**src/rtl/click_gap_classifier.sv**
```systemverilog
module click_gap_classifier #(
  parameter int FAST_LIMIT = 6,
  parameter int SLOW_LIMIT = 12
) (
  input  logic clk,
  input  logic rst_n,
  input  logic key,
  output logic double_click,
  output logic two_clicks
);
  localparam int TIMER_W = $clog2(SLOW_LIMIT + 1);
  localparam logic [TIMER_W-1:0] TIMER_MAX = {TIMER_W{1'b1}};
  localparam logic [TIMER_W-1:0] FAST_T = TIMER_W'(FAST_LIMIT);
  localparam logic [TIMER_W-1:0] SLOW_T = TIMER_W'(SLOW_LIMIT);

  logic               prev_q;
  logic               armed_q;
  logic [TIMER_W-1:0] timer_q;
  logic               dbl_q, two_q;

  wire rise     = key & ~prev_q;
  wire below_f  = timer_q < FAST_T;
  wire below_s  = timer_q < SLOW_T;
  wire at_max   = timer_q == TIMER_MAX;

  always_ff @(posedge clk or negedge rst_n) begin
    if (!rst_n) begin
      prev_q  <= 1'b0;
      armed_q <= 1'b0;
      timer_q <= '0;
      dbl_q   <= 1'b0;
      two_q   <= 1'b0;
    end else begin
      prev_q <= key;
      dbl_q  <= 1'b0;
      two_q  <= 1'b0;
      if (!armed_q) begin
        if (rise) begin
          armed_q <= 1'b1;
          timer_q <= '0;
        end
      end else if (rise) begin
        armed_q <= 1'b0;
        dbl_q   <= below_f;
        two_q   <= ~below_f & below_s;
      end else if (!at_max) begin
        timer_q <= timer_q + 1'b1;
      end
    end
  end

  assign double_click = dbl_q;
  assign two_clicks   = two_q;
endmodule

```
**config.mk**
```make
export PLATFORM = sky130hd
export DESIGN_NAME = click_gap_classifier
export DESIGN_NICKNAME = d
export VERILOG_FILES = /design/src/rtl/click_gap_classifier.sv
export SDC_FILE = /design/constraint.sdc
export NUM_CORES = 1
export LEC_CHECK = 0
export ABC_AREA = 1
export BUFFER_PORTS_ARGS = -buffer_cell sky130_fd_sc_hd__buf_2
export CAP_MARGIN = 0
export CORE_MARGIN = 1
export CORE_UTILIZATION = 30
export DETAILED_ROUTE_END_ITERATION = 7
export PLACE_DENSITY = 0.54
export SYNTH_ARGS = -nofsm -noshare
export SYNTH_HDL_FRONTEND = slang
export SYNTH_SLANG_ARGS = --single-unit
```
**constraint.sdc**
```tcl
create_clock -name clk -period 1.5 [get_ports clk]
set_input_delay 0.075 -clock clk [delete_from_list [all_inputs] [get_ports clk]]
set_output_delay 0.075 -clock clk [all_outputs]
set_load 0.05 [all_outputs]
```
==> metrics.sh <==
STATUS='finished, final reports clean'
FLOORPLAN.INITIALDENSITY_PCT=34.5
FINISH.NET_COUNT=67
SETUP_VIOL=0
PERIOD_SHARE_PCT=85.7
POWER.SHARE.CLOCK_PCT=22.5
SYNTHESIS.YOSYS.WARNINGS=0
TOTAL_ITERATIONS_OF_THE_FIRST_DETAILED_ROUTING_RUN=4
WORST_SLEW_PIN_SLEW_PS=248
FLOORPLAN.DIE.HEIGHT_UM=38.9
TIMING.CRITICAL_PATH.REQUIRED_PS=1690
CLOCK_SINKS=8
SYNTH_COMPOUND_GATE_AREA_SHARE_PCT=1.22
VDD_IR_DROP_MAX_mV=0.848
SYN_INST=51
DETAILED_PLACE.AREA_UM2=447
GRT_FIRST_PASS_WIRELENGTH_UM=1550
CTS-BUFFERS-INSERTED=3
CLOCK_TREE.ROOT_CELL='clkbuf_4'
MOST-COMMON-LAYOUT-CELLS='nand2_1 (15), inv_1 (9), dfrtp_1 (8)'
FP.COREAREA_UM2=1190
AREAGROWTHSYNTHTOFINISH_PCT=19.6
CTSRESIZECOUNT=0
CLK_SLEW_ON_WORST_S_H_PATHS_PS=50
GPL.FINAL_WEIGHTED_CONGESTION=0.803
DRT_FIRST_ITER_VIOLATIONS=10
HOLD_VIOLATIONS=0
SYNTHESIS.AREA_UM2=409
POWER.NET_SWITCHING_uW=284
RSZ0062_AT_GRT='false'
GRT_START_MAX_NET_PINS=9
SYNTH.DISTINCT_CELLS=14
FLOORPLAN.DIE_AREA_UM2=1520
DRV_SLEW=0
WORSTSETUPPATHTYPE='input port to flip-flop'
POSTSYNTHAREAPERCELL_UM2=8.02
SETUP_TNS_PS=0
CP-START-KIND='input port'
ROW_COUNT=12
ANT_NETS=0
DRIVE_GT1_SHARE_PCT=16.7
FIN_HOLD_WS_PS=197
RRSETUPSLACK_PS=250
ROUTED_WIRE_LENGTH_PER_INSTANCE_UM=11.2
R2R-START='prev_q'
TIMING.HOLD.WORST.CLASS='input port to async pin'
CTS_TREE='yes'
FINAL_HPWL_FROM_DETAILED_PLACEMENT_UM=566
TOTAL_LEAKAGE_POWER_uW=0.000283
CRITICAL_PATH_ARRIVAL_PS=1480
MAX_CAP_VIOL_COUNT=0
SYNTHXORXNORAREAFRAC_PCT=4.28
SW_FRAC_OF_TOTAL_PCT=38.8
NUMBER_OF_REMAINING_DRC_ERRORS=0
INTPOWER_uW=447
SETUP_SLACK_PS=214
DRT-TOTAL-WL_UM=827
PIN_COUNT=5
POWER_PER_CELL_AREA_nW_PER_UM2=1490
CRIT_START='key'
COMBPWRFRAC_PCT=32.5
DIEWIDTH_UM=38.9
POST_SYNTH_AND_OR_NAND_NOR_AREA_FRACTION_PCT=30.3
PRE_CTS_WS_PS=295
FINAL_PERIOD_MINUS_WORST_SETUP_SLACK_PS=1290
POST_SYNTH_FA_HA_MAJ_AREA_FRACTION_PCT=6.12
GRT_OVERFLOW_TOTAL=0
POST_CTS_REPAIR_SETUP_BUFFERS=0
MAX-SLEW-MARGIN-REL_PCT=83.6
MAXCLOCKFREQUENCY_GHz=0.778
CRITPATHCAPTURETYPE='flip-flop'
CLK_PATH_BUF_DEPTH=2
LAYOUT_COMMONEST_CELL='nand2_1'
MUXSHAREOFSYNTHAREA_PCT=0
H-TREE-DEPTH=1
VIA_PER_INST=4.76
NUMBER_OF_ANTENNA_VIOLATIONS_AT_THE_FIRST_CHECK_IN_GLOBAL_ROUTING=0
P_SEQ_SHARE_PCT=45.0
WORSTPATHMAXFANOUT=4
COMBINATIONAL_FAMILY_WITH_THE_MOST_AREA_AFTER_SYNTHESIS='simple AND/OR/NAND/NOR gates'
PORT-BUFFER-COUNT=4
SYNTH_FP_NETS=56
FINAL.SETUP_SKEW_PS=1.03
YOSYS_REGISTER_BITS=8
FINALINSTANCEAREA_UM2=489
NUM_ANTENNA_CELLS=0
VIA_COUNT_OF_THE_FIRST_GLOBAL_ROUTING_PASS=365
TOTAL_GLOBAL_ROUTE_TRACK_USAGE_PCT=16.3
INSERTION_DELAY_PS=250
HOLD_BUFFERS=2
YS_SEQ_AREA_SHARE_PCT=48.9
VIA_COUNT=352
-- synth_stat cells, drive strengths merged --
library cell,count,area [µm²]
a21oi,1,5.00
clkinv,1,3.75
dfrtp,8,200
ha,2,25.0
inv,9,33.8
nand2,17,68.8
nand3,4,25.0
nand4,1,6.26
nor2,5,18.8
nor3,1,5.00
xnor2,1,8.76
xor2,1,8.76
-- power by group through the flow --
stage / Combinational (µW) / Sequential (µW) / Clock (µW)
2_1_floorplan: 168 / 332 / 0
6_report: 237 / 329 / 165
5_1_grt: 283 / 337 / 183
4_1_cts: 240 / 329 / 175
3_3_place_gp: 229 / 333 / 0
3_5_place_dp: 232 / 332 / 0
-- routing by layer --
| metal | GRT usage (%) | part of all wire (%) | vias to the layer above |
|---|---|---|---|
| met5 | 0 | 0 | - |
| met4 | 10.3 | 3.1 | 0 |
| met3 | 6.94 | 6.3 | 4 |
| met2 | 25.0 | 46 | 11 |
| met1 | 18.2 | 44 | 164 |
| li1 | - | - | 173 |
-- state kept, by name, summed over array words and instances, names as in the netlist --
signal / count
prev_q: 1
armed_q: 1
two_clicks: 1
timer_q: 4
double_click: 1
-- metrics by stage --
step                      cells  total power (µW)  util (%)
after floorplan              51               501         -
after global placement       69               562      37.7
after detailed placement     69               564      37.7
after CTS                    74               744      41.2
after global routing         74               803      41.2
final                        74               731      41.2
-- layout make-up --
class / instances / area, µm²
Fill cell: 125 / 697
Sequential cell: 8 / 200
Multi-Input combinational cell: 33 / 171
Timing Repair Buffer: 6 / 40.0
Inverter: 10 / 37.5
Clock buffer: 3 / 22.5
Tap cell: 14 / 17.5
-- cell families (layout without fill, tap and decap cells) --
logic type      count (synthesis)  in the layout
buf+inv                        10             19
xor+xnor                        2              2
fa+ha+maj                       2              2
simple gates                   28             28
compound gates                  1              1
flops                           8              8
-- worst max-delay path, cell delays in order --
cell	delay, ps
dlygate4sd3_1	530
buf_2	120
nand2_2	80
ha_1	180
inv_1	70
nand2_1	70
nor2_1	200
nand2_1	70
nand2_1	70
-- final timing paths --
| kind | to | cells past startpoint |
|---|---|---|
| max | timer_q[0] | 9 |
| min | prev_q | 2 |
| max reg2reg | timer_q[0] | 8 |
| min reg2reg | timer_q[0] | 2 |
| max in group asynchronous | double_click | 2 |
| min in group clk | prev_q | 2 |
Power figures use the tool's default switching activity.
